--- config.mk ---
export PLATFORM = sky130hd
export DESIGN_NAME = i2s_tdm_tx
export DESIGN_NICKNAME = d
export VERILOG_FILES = /design/src/rtl/i2stx_pkg.sv /design/src/rtl/i2stx_timing.sv /design/src/rtl/i2stx_fetch.sv /design/src/rtl/i2stx_shift.sv /design/src/rtl/i2s_tdm_tx.sv
export SDC_FILE = /design/constraint.sdc
export NUM_CORES = 1
export LEC_CHECK = 0
export BUFFER_PORTS_ARGS = -buffer_cell sky130_fd_sc_hd__buf_2
export CAP_MARGIN = 10
export CORE_AREA = 2 2 204 206
export CTS_CLUSTER_DIAMETER = 200
export DETAILED_ROUTE_END_ITERATION = 8
export DIE_AREA = 0 0 206 208
export PLACE_DENSITY = 0.73
export SLEW_MARGIN = 20
export SYNTH_ARGS = -nofsm -noshare
export SYNTH_HDL_FRONTEND = slang
export SYNTH_SLANG_ARGS = --single-unit
export TNS_END_PERCENT = 10
--- constraint.sdc ---
create_clock -name clk -period 7.5 [get_ports clk]
set_input_delay 1.5 -clock clk [delete_from_list [all_inputs] [get_ports clk]]
set_output_delay 1.5 -clock clk [all_outputs]
set_load 0.05 [all_outputs]
--- src/rtl/i2stx_pkg.sv ---
package i2stx_pkg;

  localparam int WORD_W = 32;

  typedef enum logic [1:0] {
    FMT_I2S   = 2'd0,
    FMT_LJ    = 2'd1,
    FMT_TDM   = 2'd2,
    FMT_TDMLJ = 2'd3
  } fmt_e;

  typedef enum logic [1:0] {
    FSW_SLOT = 2'd0,
    FSW_HALF = 2'd1,
    FSW_BIT  = 2'd2,
    FSW_BIT2 = 2'd3
  } fsw_e;

  // number of data bits carried for a length code
  function automatic logic [5:0] len_bits(input logic [2:0] code);
    case (code)
      3'd0:       return 6'd32;
      3'd1:       return 6'd24;
      3'd2:       return 6'd20;
      3'd3:       return 6'd18;
      3'd4, 3'd5: return 6'd16;
      default:    return 6'd8;
    endcase
  endfunction

  // slot width of the two-channel formats
  function automatic logic [5:0] pair_slot(input logic [2:0] code, input logic s24);
    case (code)
      3'd0:             return 6'd32;
      3'd1, 3'd2, 3'd3: return s24 ? 6'd24 : 6'd32;
      3'd4, 3'd5:       return 6'd16;
      default:          return 6'd8;
    endcase
  endfunction

  // low-aligned sample moved to the MSB end, low bits cleared
  function automatic logic [WORD_W-1:0] align_msb(input logic [WORD_W-1:0] raw,
                                                  input logic [2:0] code);
    return raw << (6'd32 - len_bits(code));
  endfunction

endpackage

--- src/rtl/i2stx_timing.sv ---
module i2stx_timing
  import i2stx_pkg::*;
#(
  parameter int MAX_CH = 8,
  localparam int CW  = $clog2(MAX_CH),
  localparam int PW  = $clog2(MAX_CH * WORD_W),
  localparam int FLW = PW + 1
) (
  input  logic          clk,
  input  logic          rst_n,
  input  logic          en_i,
  input  logic          tick_i,
  input  logic [1:0]    fmt_i,
  input  logic [2:0]    len_i,
  input  logic          slot24_i,
  input  logic [CW-1:0] chans_m1_i,
  input  logic [1:0]    fsw_i,
  output logic          sck_o,
  output logic          fs_o,
  output logic          fall_o,
  output logic          load_o,
  output logic [CW-1:0] slot_o
);

  logic           sck_q, sck_d;
  logic           run_q, run_d;
  logic           fs_q, fs_d;
  logic [FLW-1:0] pos_q, pos_d;

  logic           tdm, dly, fall, start;
  logic [FLW-1:0] slot_w, flen, pos_n, dpos;
  logic [CW-1:0]  slot_n;
  logic           fs_n;

  always_comb begin
    tdm    = fmt_i[1];
    dly    = ~fmt_i[0];
    slot_w = tdm ? FLW'(WORD_W) : FLW'(pair_slot(len_i, slot24_i));
    flen   = tdm ? ((FLW'(chans_m1_i) + FLW'(1)) << 5) : (slot_w << 1);
    fall   = en_i & tick_i & sck_q;

    if (!run_q || pos_q == flen - FLW'(1)) pos_n = '0;
    else                                   pos_n = pos_q + FLW'(1);

    // data position lags the bit position by one in the delayed formats
    if (dly) dpos = (pos_n == '0) ? flen - FLW'(1) : pos_n - FLW'(1);
    else     dpos = pos_n;

    if (tdm) begin
      slot_n = dpos[PW-1:5];
      start  = (dpos[4:0] == 5'd0);
    end else begin
      slot_n = (dpos >= slot_w) ? CW'(1) : '0;
      start  = (dpos == '0) || (dpos == slot_w);
    end

    case (fmt_e'(fmt_i))
      FMT_I2S: fs_n = (pos_n >= slot_w);
      FMT_LJ:  fs_n = (pos_n < slot_w);
      default: begin
        case (fsw_e'(fsw_i))
          FSW_SLOT: fs_n = (pos_n < FLW'(WORD_W));
          FSW_HALF: fs_n = (pos_n < (flen >> 1));
          default:  fs_n = (pos_n == '0);
        endcase
      end
    endcase
  end

  always_comb begin
    sck_d = sck_q;
    run_d = run_q;
    pos_d = pos_q;
    fs_d  = fs_q;
    if (!en_i) begin
      sck_d = 1'b0;
      run_d = 1'b0;
      pos_d = '0;
      fs_d  = 1'b0;
    end else if (tick_i) begin
      sck_d = ~sck_q;
      if (sck_q) begin
        run_d = 1'b1;
        pos_d = pos_n;
        fs_d  = fs_n;
      end
    end
  end

  always_ff @(posedge clk or negedge rst_n) begin
    if (!rst_n) begin
      sck_q <= 1'b0;
      run_q <= 1'b0;
      pos_q <= '0;
      fs_q  <= 1'b0;
    end else begin
      sck_q <= sck_d;
      run_q <= run_d;
      pos_q <= pos_d;
      fs_q  <= fs_d;
    end
  end

  assign sck_o  = sck_q;
  assign fs_o   = fs_q;
  assign fall_o = fall;
  assign load_o = fall & start;
  assign slot_o = slot_n;


  sck_step_chk: assert property (@(posedge clk) disable iff (!rst_n)
    (en_i && !tick_i) |=> $stable(sck_o));


  idle_lines_chk: assert property (@(posedge clk) disable iff (!rst_n)
    !en_i |=> (!sck_o && !fs_o));

endmodule

--- src/rtl/i2stx_fetch.sv ---
module i2stx_fetch
  import i2stx_pkg::*;
#(
  parameter int MAX_CH = 8,
  localparam int CW = $clog2(MAX_CH)
) (
  input  logic                     clk,
  input  logic                     rst_n,
  input  logic                     load_i,
  input  logic [CW-1:0]            slot_i,
  input  logic                     mono_i,
  input  logic                     hold_i,
  input  logic [2:0]               len_i,
  input  logic [MAX_CH*WORD_W-1:0] data_i,
  input  logic [MAX_CH-1:0]        valid_i,
  output logic [WORD_W-1:0]        word_o,
  output logic [MAX_CH-1:0]        ack_o,
  output logic [MAX_CH-1:0]        unf_o
);

  logic [WORD_W-1:0] prev_q [MAX_CH];
  logic [WORD_W-1:0] last_q, last_d;
  logic [MAX_CH-1:0] ack_q, ack_d, unf_q, unf_d;

  logic              copy, sel_valid, take, miss;
  logic [WORD_W-1:0] sel_data, fill, word;
  logic [MAX_CH-1:0] onehot;

  always_comb begin
    copy      = mono_i & slot_i[0];
    sel_valid = valid_i[slot_i];
    sel_data  = data_i[WORD_W*int'(slot_i) +: WORD_W];
    fill      = hold_i ? prev_q[slot_i] : '0;
    word      = copy ? last_q : align_msb(sel_valid ? sel_data : fill, len_i);
    take      = load_i & ~copy & sel_valid;
    miss      = load_i & ~copy & ~sel_valid;
    onehot    = MAX_CH'(1) << slot_i;
    ack_d     = take ? onehot : '0;
    unf_d     = miss ? onehot : '0;
    last_d    = load_i ? word : last_q;
  end

  always_ff @(posedge clk or negedge rst_n) begin
    if (!rst_n) begin
      last_q <= '0;
      ack_q  <= '0;
      unf_q  <= '0;
    end else begin
      last_q <= last_d;
      ack_q  <= ack_d;
      unf_q  <= unf_d;
    end
  end

  for (genvar k = 0; k < MAX_CH; k++) begin : g_prev
    logic prev_en;
    assign prev_en = ack_d[k];
    always_ff @(posedge clk or negedge rst_n) begin
      if (!rst_n)       prev_q[k] <= '0;
      else if (prev_en) prev_q[k] <= data_i[WORD_W*k +: WORD_W];
    end
  end

  assign word_o = word;
  assign ack_o  = ack_q;
  assign unf_o  = unf_q;


  ack_single_chk: assert property (@(posedge clk) disable iff (!rst_n)
    $onehot0(ack_o));


  ack_unf_excl_chk: assert property (@(posedge clk) disable iff (!rst_n)
    (ack_o & unf_o) == '0);


  mono_odd_quiet_chk: assert property (@(posedge clk) disable iff (!rst_n)
    (load_i && mono_i && slot_i[0]) |=> (ack_o == '0 && unf_o == '0));

endmodule

--- src/rtl/i2stx_shift.sv ---
module i2stx_shift
  import i2stx_pkg::*;
(
  input  logic              clk,
  input  logic              rst_n,
  input  logic              en_i,
  input  logic              fall_i,
  input  logic              load_i,
  input  logic [WORD_W-1:0] word_i,
  output logic              sd_o
);

  logic [WORD_W-1:0] sh_q, sh_d;
  logic              sd_q, sd_d;

  always_comb begin
    sh_d = sh_q;
    sd_d = sd_q;
    if (!en_i) begin
      sh_d = '0;
      sd_d = 1'b0;
    end else if (fall_i) begin
      if (load_i) begin
        sd_d = word_i[WORD_W-1];
        sh_d = {word_i[WORD_W-2:0], 1'b0};
      end else begin
        sd_d = sh_q[WORD_W-1];
        sh_d = {sh_q[WORD_W-2:0], 1'b0};
      end
    end
  end

  always_ff @(posedge clk or negedge rst_n) begin
    if (!rst_n) begin
      sh_q <= '0;
      sd_q <= 1'b0;
    end else begin
      sh_q <= sh_d;
      sd_q <= sd_d;
    end
  end

  assign sd_o = sd_q;


  sd_hold_chk: assert property (@(posedge clk) disable iff (!rst_n)
    (en_i && !fall_i) |=> $stable(sd_o));

endmodule

--- src/rtl/i2s_tdm_tx.sv ---
module i2s_tdm_tx
  import i2stx_pkg::*;
#(
  parameter int MAX_CH = 8,
  localparam int CW = $clog2(MAX_CH)
) (
  input  logic                     clk,
  input  logic                     rst_n,
  input  logic                     en_i,
  input  logic                     tick_i,
  input  logic [1:0]               cfg_fmt_i,
  input  logic [2:0]               cfg_len_i,
  input  logic                     cfg_slot24_i,
  input  logic [CW-1:0]            cfg_chans_m1_i,
  input  logic [1:0]               cfg_fsw_i,
  input  logic                     cfg_mono_i,
  input  logic                     cfg_hold_i,
  input  logic [MAX_CH*WORD_W-1:0] smp_data_i,
  input  logic [MAX_CH-1:0]        smp_valid_i,
  output logic [MAX_CH-1:0]        smp_ack_o,
  output logic [MAX_CH-1:0]        unf_o,
  output logic                     sck_o,
  output logic                     fs_o,
  output logic                     sd_o
);

  logic              fall, load;
  logic [CW-1:0]     slot;
  logic [WORD_W-1:0] word;

  i2stx_timing #(.MAX_CH(MAX_CH)) u_timing (
    .clk        (clk),
    .rst_n      (rst_n),
    .en_i       (en_i),
    .tick_i     (tick_i),
    .fmt_i      (cfg_fmt_i),
    .len_i      (cfg_len_i),
    .slot24_i   (cfg_slot24_i),
    .chans_m1_i (cfg_chans_m1_i),
    .fsw_i      (cfg_fsw_i),
    .sck_o      (sck_o),
    .fs_o       (fs_o),
    .fall_o     (fall),
    .load_o     (load),
    .slot_o     (slot)
  );

  i2stx_fetch #(.MAX_CH(MAX_CH)) u_fetch (
    .clk     (clk),
    .rst_n   (rst_n),
    .load_i  (load),
    .slot_i  (slot),
    .mono_i  (cfg_mono_i),
    .hold_i  (cfg_hold_i),
    .len_i   (cfg_len_i),
    .data_i  (smp_data_i),
    .valid_i (smp_valid_i),
    .word_o  (word),
    .ack_o   (smp_ack_o),
    .unf_o   (unf_o)
  );

  i2stx_shift u_shift (
    .clk    (clk),
    .rst_n  (rst_n),
    .en_i   (en_i),
    .fall_i (fall),
    .load_i (load),
    .word_i (word),
    .sd_o   (sd_o)
  );


  ack_on_fall_chk: assert property (@(posedge clk) disable iff (!rst_n)
    ((|smp_ack_o) || (|unf_o)) |-> !sck_o);

endmodule

==> metrics.md, run 1 <==
| Metric | Value |
|---|---|
| Status | complete, no violations |
| Initial core utilization | 0.5139 |
| WS Path Type | in2reg |
| Post-DRT Antenna Nets | 0 |
| Crit. End Element | flop |
| Worst stage delay on the critical path | 0.54 ns |
| Crit path required time | between 7 and 8 ns |
| Syn. warnings | 0 |
| Initial DRT Pass Iterations | 6 |
| Final hold slack | 0.4724 ns |
| Synth Net Count | around 2300 |
| Layout area overhead | 23.68% |
| Placed cell area | approximately 24000 sq um |
| Vias in the first global route | 19702 |
| Clk_lat worst skew | 0.58 ns |
| Grt ovf | 0 |
| Synth cell types | 92 |
| Clock-pin slew on the worst setup and hold paths | 0.06 ns |
| Layout cells sized above 1 | 0.3544 |
| Pins Over Slew Limit | 0 |
| Final Net Count | ~2700 |
| Post-Layout Cell Count | a little under 3000 |
| Max cap viols | 0 |
| Row cnt | between 70 and 80 |
| Vias | between 15000 and 20000 |
| Fin crit share | 0.9474 |
| Largest cells by area after synthesis | dfrtp_1, mux2_2, mux2_1 |
| I/O pin cnt | 300 |
| Initial antenna violation count | 9 |
| WHS Path Cells | 2 |
| Chip width | 206 microns |
| CP startpoint kind | primary input |
| GRT Total Usage | 0.3597 |
| Hold Buf Count CTS | 0 |
| Top FF cell, synth | dfrtp_1 |
| Least-Margin Pin Slew | ~1.1 ns |
| Fmax | ~140 MHz |
| Die ar. | 42850 sq um |
| Overall Power | 5.319 mW |
| CTS Root Cell | clkbuf_16 |
| Routability Congestion | 0.9831 |
| Routed WL per cell | 25.95 microns |
| Die Y | roughly 210 microns |
| Post-synth top area share | 0.4179 |
| Avg Cell Area, Syn | just over 10 sq um |
| Flops & latches, synth | approximately 350 |
| I/O Buffers | around 300 |
| CP max FO | 15 |
| Cts bufs inserted | 40 |
| RSZ-0062 raised after global routing | no |
| Worst hold path class | reg2reg |
| Min cycle time layout | ~7 ns |
| Core area | 40550 sq um |
| Clock tree buffer depth | 3 |
| Post-synth ARST share | 1.000 |
| First-pass GRT wire length | 118000 microns |
| Sequential-to-total area share from yosys stat | 0.4179 |
| Fin Clk Skew | about 0.022 ns |
| HPWL Detailed | approximately 56000 microns |
| Register-to-Register Path Depth | 27 |
| Post-synth design cell area | around 21000 sq um |
| Top-count cell post-synth | dfrtp_1 |
| Final Instance Area | about 26000 sq um |
| Slew HR | 0.2822 |
| 1st-iter DRT viols | ~2100 |
| Dpl cells | between 2000 and 3000 |
| WL final | approximately 77000 microns |
| Drt via density | 6.594 |
| Post-synthesis cell count | 2015 |
| Final Hold Vio Count | 0 |
| Maximum vdd drop | around 0.22 mV |
| Largest net degree at the start of global routing | roughly 160 |
| CTS tree | yes |
| Clock Sinks | roughly 350 |
| Crit-path slowest cell | mux4_2 |
| CP arrival | between 7 and 8 ns |
| EDFF count, synth | 0 |
| Most numerous cell on the critical path | nand2_1 |
| H-tree depth | 2 |
| # DRC | 0 |
| Area leader, netlist | dfrtp_1 |
| Final Setup Violations | 0 |
| Layout fillers | approximately 3300 |
| Leak | 12.55 nW |
| List of most frequent post-synthesis cells | dfrtp_1, mux2_2, nand2_1, mux2_1, nor3_1 |
| Pwr Density | about 210 nW/um^2 |
logic make-up after synthesis:
kind of cell | Yosys count | synth area share
xor gates and xnor gates | 18 | 0.008225
and+or+nand+nor | 486 | 0.1069
DFF | 348 | 0.4179
muxes | 401 | 0.2192
AOI/OAI and AO/OA | 547 | 0.1941
buffers and inverters | 198 | 0.04353
adders and majority gates | 17 | 0.01021
through the flow:
| stage | utilization | TNS (ns) | setup WS [ns] |
|---|---|---|---|
| after detailed placement | 0.6002 | -2.893 | -0.2166 |
| after floorplan | - | 0 | 0.005007 |
| after CTS | 0.6339 | 0 | 0.3204 |
| final | 0.6356 | 0 | 0.3947 |
| after global routing | 0.6353 | 0 | 0.01998 |
| after global placement | 0.6002 | -1.412 | -0.1748 |
what timing repair did:
| action | in CTS | in global routing |
|---|---|---|
| endpoints found under the hold margin | 0 | 0 |
| gates resized for setup | 0 | 7 |
| setup buffers | 0 | 0 |
| endpoints found under the setup margin | 0 | 13 |
per-layer routing:
metal	track usage	part of all wire	routed length, microns	up-vias
met1	0.4712	0.39	30440	9739
met2	0.5697	0.46	35820	1113
met3	0.07581	0.092	7079	246
met5	0	0.00053	41	-
li1	-	-	-	8488
met4	0.1680	0.048	3710	6
sequential cells by signal (all words and copies together) (netlist names):
register / count
u_timing.sck_o: 1
u_fetch.last_q: 32
u_timing.run_q: 1
u_shift.sd_o: 1
u_fetch.unf_o: 8
u_fetch.prev_q: 256
u_fetch.ack_o: 8
u_timing.fs_o: 1
u_timing.pos_q: 9
u_shift.sh_q: 31
layout by cell type (no fill, tap or decap), types with 24 or more instances in the layout:
| cell | instances |
|---|---|
| o32ai_1 | 52 |
| nand3_1 | 24 |
| nor3_1 | 126 |
| nand2_1 | 156 |
| mux2_1 | 129 |
| dfrtp_1 | 348 |
| nor2_1 | 105 |
| mux2i_1 | 41 |
| mux2_2 | 221 |
| o221ai_1 | 103 |
| o21ai_0 | 92 |
| a21oi_1 | 78 |
| buf_2 | 298 |
| inv_1 | 29 |
| buf_12 | 33 |
| clkbuf_16 | 41 |
| buf_4 | 178 |
worst paths after layout:
path | start | to | slack, ns
max in group asynchronous | rst_n | u_shift.sh_q[16]$_DFFE_PN0P_ | 4.92
setup / recovery | cfg_len_i[2] | u_shift.sh_q[13]$_DFFE_PN0P_ | 0.39
setup reg to reg | u_timing.pos_q[0]$_DFFE_PN0P_ | u_shift.sh_q[13]$_DFFE_PN0P_ | 0.97
hold / removal | u_shift.sh_q[13]$_DFFE_PN0P_ | u_shift.sh_q[13]$_DFFE_PN0P_ | 0.47
hold reg to reg | u_shift.sh_q[13]$_DFFE_PN0P_ | u_shift.sh_q[13]$_DFFE_PN0P_ | 0.47
min in group asynchronous | rst_n | u_fetch.prev_q[164]$_DFFE_PN0P_ | 1.02
power breakdown:
part / switching, mW / internal (mW) / leakage [nW]
Sequential: 0.0146 / 1.90 / 4.86
Combinational: 0.801 / 0.574 / 7.02
Clock: 0.817 / 1.21 / 0.680
Total: 1.63 / 3.69 / 12.6
cell type report:
cell class	instances	area (sq um)	share of cell area
inverters	32	120.1	0.004660
diodes	7	17.52	0.0006796
repair buffers	510	3503	0.1359
flip-flops and latches	348	8708	0.3379
clock buffers	62	1245	0.04830
well taps	532	665.6	0.02583
clock inverters	11	120.1	0.004660
multi-input cells	1469	11390	0.4421
worst max-delay path, delay by kind of cell:
kind | cells | cell delay (ns)
and+or+nand+nor | 10 | 1.18
xor gates and xnor gates | 1 | 0.14
adders and majority gates | 3 | 0.80
buffers and inverters | 5 | 0.75
muxes | 2 | 0.74
AOI/OAI and AO/OA | 11 | 2.50
Note: power is estimated with default switching activity, not from simulation.
==> run 2: changes to the inputs <==
CTS_CLUSTER_SIZE = 28   (was unset)
clock period = 8.5 ns   (was 7.5 ns; I/O delays follow)
==> metrics.md, run 2 (same netlist as run 1, synthesis figures left out) <==
| Metric | Value |
|---|---|
| H-tree depth | 1 (-1) |
| HPWL Detailed | 55410 microns (-0.67%) |
| Clock-pin slew on the worst setup and hold paths | 0.12 ns (+0.06 ns) |
| Area of the multi-input gates | 11320 sq um (-0.66%) |
| Worst Hold Launch | u_fetch.last_q[20]$_DFFE_PN0P_ |
| Crit path from | cfg_len_i[1] |
| CTS tree | yes |
| WL final | 77730 microns (+0.81%) |
| Final Instance Area | 23940 sq um (-7.1%) |
| Cts bufs inserted | 16 (-60%) |
| Fmax | 123.6 MHz |
| Routability Congestion | 0.9833 (about the same) |
| Vias | 19013 (-3.0%) |
| Layout fillers | 3517 (+5.8%) |
| Initial DRT Pass Iterations | 6 (unchanged) |
| Status | complete, no violations |
| Hold Buf Count CTS | 0 (unchanged) |
| Row cnt | 74 (unchanged) |
| Worst setup margin | 0.4095 ns (+0.01485 ns) |
| Switching Fraction | 0.3396 (+0.03266) |
| Int Pwr | 2.460 mW (-33%) |
| Pins Over Slew Limit | 0 (unchanged) |
| Commonest non-fill, non-tap cell in the layout | dfrtp_1 |
| Comb pwr share | 0.296 (+0.037) |
| Final Hold Vio Count | 0 (unchanged) |
| CP arrival | 8.56 ns (+0.96 ns) |
| Slew HR | 0.3340 (+0.05175) |
| Fin Clk Skew | 0.03166 ns (+0.009450 ns) |
| Net Switching | 1.265 mW (-23%) |
| I/O pin cnt | 300 (unchanged) |
| Post-DRT Antenna Nets | 0 (unchanged) |
| # DRC | 0 (unchanged) |
| Leak | 11.61 nW (-7.6%) |
| 1st-iter DRT viols | 1888 (-9.5%) |
| CP max FO | 40 (+25) |
| Vias in the first global route | 19239 (-2.4%) |
| Drt via density | 6.730 (+2.1%) |
| Crit. End Element | flop |
| Crit path required time | 8.97 ns (+0.98 ns) |
| Worst hold path class | reg2reg |
| Placed cell area | 23500 sq um (-3.5%) |
| Grt ovf | 0 (unchanged) |
| Final Setup Violations | 0 (unchanged) |
| Post_cts resized | 0 (unchanged) |
| Reg2reg start | u_timing.pos_q[0]$_DFFE_PN0P_ |
| Layout cells sized above 1 | 0.3136 (-0.04088) |
| WS Path Type | in2reg |
| Routed WL per cell | 27.51 microns (+6.0%) |
| Overall Power | 3.724 mW (-30%) |
| Chip width | 206 microns (unchanged) |
| Setup Buffers After CTS | 0 (unchanged) |
| Clock power frac | 0.252 (-0.130) |
| Initial core utilization | 0.5139 (unchanged) |
| Register area | 8708 sq um (unchanged) |
| CTS Root Cell | clkbuf_16 |
| Worst stage delay on the critical path | 0.57 ns (+0.03 ns) |
| Final Net Count | 2591 (-4.0%) |
| Top reg by flops | u_fetch.prev_q |
| Maximum vdd drop | 0.1413 mV (-36%) |
| First-pass GRT wire length | 118300 microns (+0.29%) |
| Max reg flops | 256 (unchanged) |
| Most frequent cells in the layout | dfrtp_1, buf_2, mux2_2, nand2_1, mux2_1 |
| Max cap viols | 0 (unchanged) |
| Clock tree buffer depth | 3 (unchanged) |
| Setup Slack @ Placement | -0.04177 ns (+0.1748 ns) |
| Die ar. | 42850 sq um (unchanged) |
| Largest net degree at the start of global routing | 162 (-1.2%) |
| Clk_lat worst skew | 0.55 ns (-0.03 ns) |
| CP startpoint kind | primary input |
| Min cycle time layout | 8.090 ns |
| Layout area overhead | 14.90% |
| Antenna cells | 0 (-7) |
| Initial antenna violation count | 7 (-2) |
| GRT Total Usage | 0.3602 (+0.0004789) |
| Die Y | 208 microns (unchanged) |
| Least-Margin Pin Slew | 0.9990 ns (-0.07762 ns) |
| Core area | 40550 sq um (unchanged) |
| Crit-path slowest cell | mux4_2 |
| Clock Sinks | 348 (unchanged) |
| Share of power burned in registers | 0.453 (+0.093) |
| RSZ-0062 raised after global routing | no |
| Pwr Density | 155.5 nW/um^2 (-25%) |
| I/O Buffers | 299 (unchanged) |
| Top Registers | u_fetch.prev_q x256, u_fetch.last_q x32, u_shift.sh_q x31 |
| Fin crit share | 0.9518 |
-- run 2: cell count changes in the layout (fill, tap and decap cells not counted), sizes merged --
cell    previous run  this run
diode              7         0
buf              510       426
clkinv             7         1
clkbuf            62        17
bufinv             2         0
inv               34        32
-- run 2: layout make-up --
cell class,count,area share
clock buffer,17,0.01777
multi-input combinational,1469,0.4727
timing repair buffer,426,0.1123
clock inverter,1,0.0006793
tap,532,0.02780
inverter,32,0.005016
sequential,348,0.3637
-- run 2: per-layer routing --
| layer | GRT usage | share of wire |
|---|---|---|
| met1 | 0.4820 | 0.40 |
| met2 | 0.5817 | 0.47 |
| met3 | 0.06454 | 0.086 |
| met4 | 0.1365 | 0.040 |
| met5 | 0 | 0.0010 |
-- run 2: worst paths after layout --
path                                                         to  slack (ns)  cells past startpoint
worst max-delay path                   u_shift.sd_o$_DFFE_PN0P_        0.41                     31
worst min-delay path             u_fetch.last_q[20]$_DFFE_PN0P_        0.49                      2
worst max register to register         u_shift.sd_o$_DFFE_PN0P_        1.74                     27
worst min register to register   u_fetch.last_q[20]$_DFFE_PN0P_        0.49                      2
max in group asynchronous        u_fetch.prev_q[92]$_DFFE_PN0P_        5.85                      2
min in group asynchronous       u_fetch.prev_q[100]$_DFFE_PN0P_        1.19                      1
-- run 2: worst max-delay path: cells and delay by family --
kind                     cells  cell delay (ns)
XOR/XNOR                     1             0.39
buffers and inverters        3             0.70
AND/OR/NAND/NOR              9             1.31
adder cells (fa/ha/maj)      3             0.79
multiplexers                 2             0.82
AO/OA/AOI/OAI               13             2.82
-- run 2: power by group through the flow --
stage | combinational [mW] | sequential [mW] | clock, mW
6_report | 1.10 | 1.69 | 0.938
5_1_grt | 1.17 | 1.69 | 0.994
4_1_cts | 1.08 | 1.69 | 0.948
3_5_place_dp | 1.07 | 1.72 | 0
3_3_place_gp | 1.07 | 1.72 | 0
2_1_floorplan | 0.596 | 1.72 | 0
-- run 2: metrics by stage --
step | setup TNS (ns) | std cells | hold WS, ns | utilization
finish | 0 | 2825 | 0.4866 | 0.5904
global route | 0 | 2825 | 0.5075 | 0.5904
CTS | 0 | 2825 | 0.4845 | 0.5903
detailed placement | -0.05930 | 2807 | 0.4599 | 0.5794
global placement | 0 | 2807 | 0.4502 | 0.5794
floorplan | 0 | 2015 | 0.4345 | -
==> run 3: changes to the inputs <==
clock period = 9.7 ns   (was 8.5 ns; I/O delays follow)
==> metrics.md, run 3 (same netlist as run 1, synthesis figures left out) <==
| Metric | Value |
|---|---|
| 1st-iter DRT viols | 1955 (+3.5%) |
| Initial DRT Pass Iterations | 6 (unchanged) |
| Commonest non-fill, non-tap cell in the layout | dfrtp_1 |
| Final Hold Vio Count | 0 (unchanged) |
| Final Util | 0.5819 (-0.008484) |
| Status | complete, no violations |
| Post_cts resized | 0 (unchanged) |
| Pins Over Slew Limit | 0 (unchanged) |
| Post-Layout Cell Count | 2794 (-1.1%) |
| CP max FO | 18 (-55%) |
| Layout area overhead | 13.24% |
| Worst hold path class | reg2reg |
| Worst Hold Launch | u_shift.sh_q[6]$_DFFE_PN0P_ |
| Grt ovf | 0 (unchanged) |
| Largest net degree at the start of global routing | 113 (-30%) |
| Cts bufs inserted | 16 (unchanged) |
| I/O Buffers | 299 (unchanged) |
| CTS tree | yes |
| Most frequent cells in the layout | dfrtp_1, buf_2, mux2_2, nand2_1, mux2_1 |
| Pwr Density | 136.6 nW/um^2 (-12%) |
| Slew HR | 0.3286 (-0.005411) |
| Die ar. | 42850 sq um (unchanged) |
| H-tree depth | 1 (unchanged) |
| Min cycle time layout | 9.140 ns |
| Routability Congestion | 1.032 (+5.0%) |
| Fin Clk Skew | 0.03092 ns (-0.0007387 ns) |
| Least-Margin Pin Slew | 1.007 ns (+0.008116 ns) |
| Routed WL per cell | 27.37 microns (-0.52%) |
| Setup Buffers After CTS | 0 (unchanged) |
| Final Setup Violations | 0 (unchanged) |
| Vias | 18921 (-0.48%) |
| Crit path required time | 10.13 ns (+1.16 ns) |
| CP arrival | 9.57 ns (+1.01 ns) |
| HPWL Detailed | 54340 microns (-1.9%) |
| Maximum vdd drop | 0.1296 mV (-8.3%) |
| Clock-pin slew on the worst setup and hold paths | 0.11 ns (about the same) |
| Clock tree buffer depth | 3 (unchanged) |
| Crit path from | cfg_len_i[2] |
| Most numerous cell on the critical path | ha_1 |
| Leak | 11.41 nW (-1.7%) |
| Core area | 40550 sq um (unchanged) |
| Max cap viols | 0 (unchanged) |
| Reg2reg start | u_timing.pos_q[0]$_DFFE_PN0P_ |
| Worst stage delay on the critical path | 0.59 ns (+0.02 ns) |
| Hold Buf Count CTS | 0 (unchanged) |
| Top Registers | u_fetch.prev_q x256, u_fetch.last_q x32, u_shift.sh_q x31 |
| Top reg by flops | u_fetch.prev_q |
| CP startpoint kind | primary input |
| First-pass GRT wire length | 117200 microns (-0.95%) |
| Setup_tns | 0 ns (unchanged) |
| I/O pin cnt | 300 (unchanged) |
| Crit-path slowest cell | a2111oi_4 |
| Crit. End Element | flop |
| Fin crit share | 0.9422 |
| Layout cells sized above 1 | 0.3037 (-0.009889) |
| GRT Total Usage | 0.3548 (-0.005371) |
| Chip width | 206 microns (unchanged) |
| Initial antenna violation count | 8 (+1) |
| Max reg flops | 256 (unchanged) |
| Die Y | 208 microns (unchanged) |
| WL final | 76470 microns (-1.6%) |
| WS Path Type | in2reg |
| Post-DRT Antenna Nets | 0 (unchanged) |
| RSZ-0062 raised after global routing | no |
| Clock Sinks | 348 (unchanged) |
| CTS Root Cell | clkbuf_16 |
| # DRC | 0 (unchanged) |
| Layout fillers | 3574 (+1.6%) |
| Drt via density | 6.772 (+0.62%) |
| Final Net Count | 2557 (-1.3%) |
| Clk_lat worst skew | 0.55 ns (about the same) |
| Fmax | about 110 MHz |
| Dpl cells | 2773 (-1.2%) |
| Row cnt | 74 (unchanged) |
| Initial core utilization | 0.5139 (unchanged) |
| Vias in the first global route | 19554 (+1.6%) |
[run 3: path summary, 6_finish.rpt]
kind | to | slack [ns] | cells past startpoint
max in group asynchronous | u_fetch.prev_q[159]$_DFFE_PN0P_ | 6.11 | 3
setup reg to reg | u_shift.sh_q[29]$_DFFE_PN0P_ | 2.35 | 28
setup / recovery | u_shift.sh_q[29]$_DFFE_PN0P_ | 0.56 | 32
hold reg to reg | u_shift.sh_q[6]$_DFFE_PN0P_ | 0.48 | 1
min in group asynchronous | u_fetch.prev_q[36]$_DFFE_PN0P_ | 1.36 | 1
hold / removal | u_shift.sh_q[6]$_DFFE_PN0P_ | 0.48 | 1
[run 3: through the flow]
step	instance area, sq um	power (mW)	worst slack [ns]	hold WS, ns
floorplan	20840	2.027	1.381	0.4345
global placement	23140	2.408	0.3976	0.4532
detailed placement	23150	2.416	0.2051	0.4600
CTS	23590	3.208	0.7374	0.4859
global route	23600	3.343	0.09480	0.4916
finish	23600	3.225	0.5604	0.4815
[run 3: worst max-delay path, delay by kind of cell]
family / cells / cell delay (ns)
AOI/OAI and AO/OA: 13 / 3.28
and+or+nand+nor: 7 / 1.11
buffers and inverters: 5 / 1.08
muxes: 3 / 0.96
adders and majority gates: 3 / 0.80
xor gates and xnor gates: 1 / 0.39
[run 3: area by class of cell]
cell class,count,area (sq um),share of cell area
Clock inverter,1,16.27,0.0006892
Clock buffer,17,425.4,0.01803
Timing Repair Buffer,392,2330,0.09872
Tap cell,532,665.6,0.02820
Inverter,32,120.1,0.005090
Multi-Input combinational cell,1469,11330,0.4800
Antenna cell,3,7.507,0.0003181
Sequential cell,348,8708,0.3690
[run 3: routing by layer]
layer	routed length, microns	vias to the layer above	track usage	share of wire
met5	75	-	0	0.00098
met4	3212	12	0.1374	0.042
met2	35880	1036	0.5730	0.47
met3	6694	213	0.06877	0.088
met1	30610	9491	0.4704	0.40
li1	-	8169	-	-
[run 3: power breakdown]
group          internal (mW)  switching (mW)
clock network          0.322           0.488
logic                  0.342           0.595
registers               1.47          0.0112
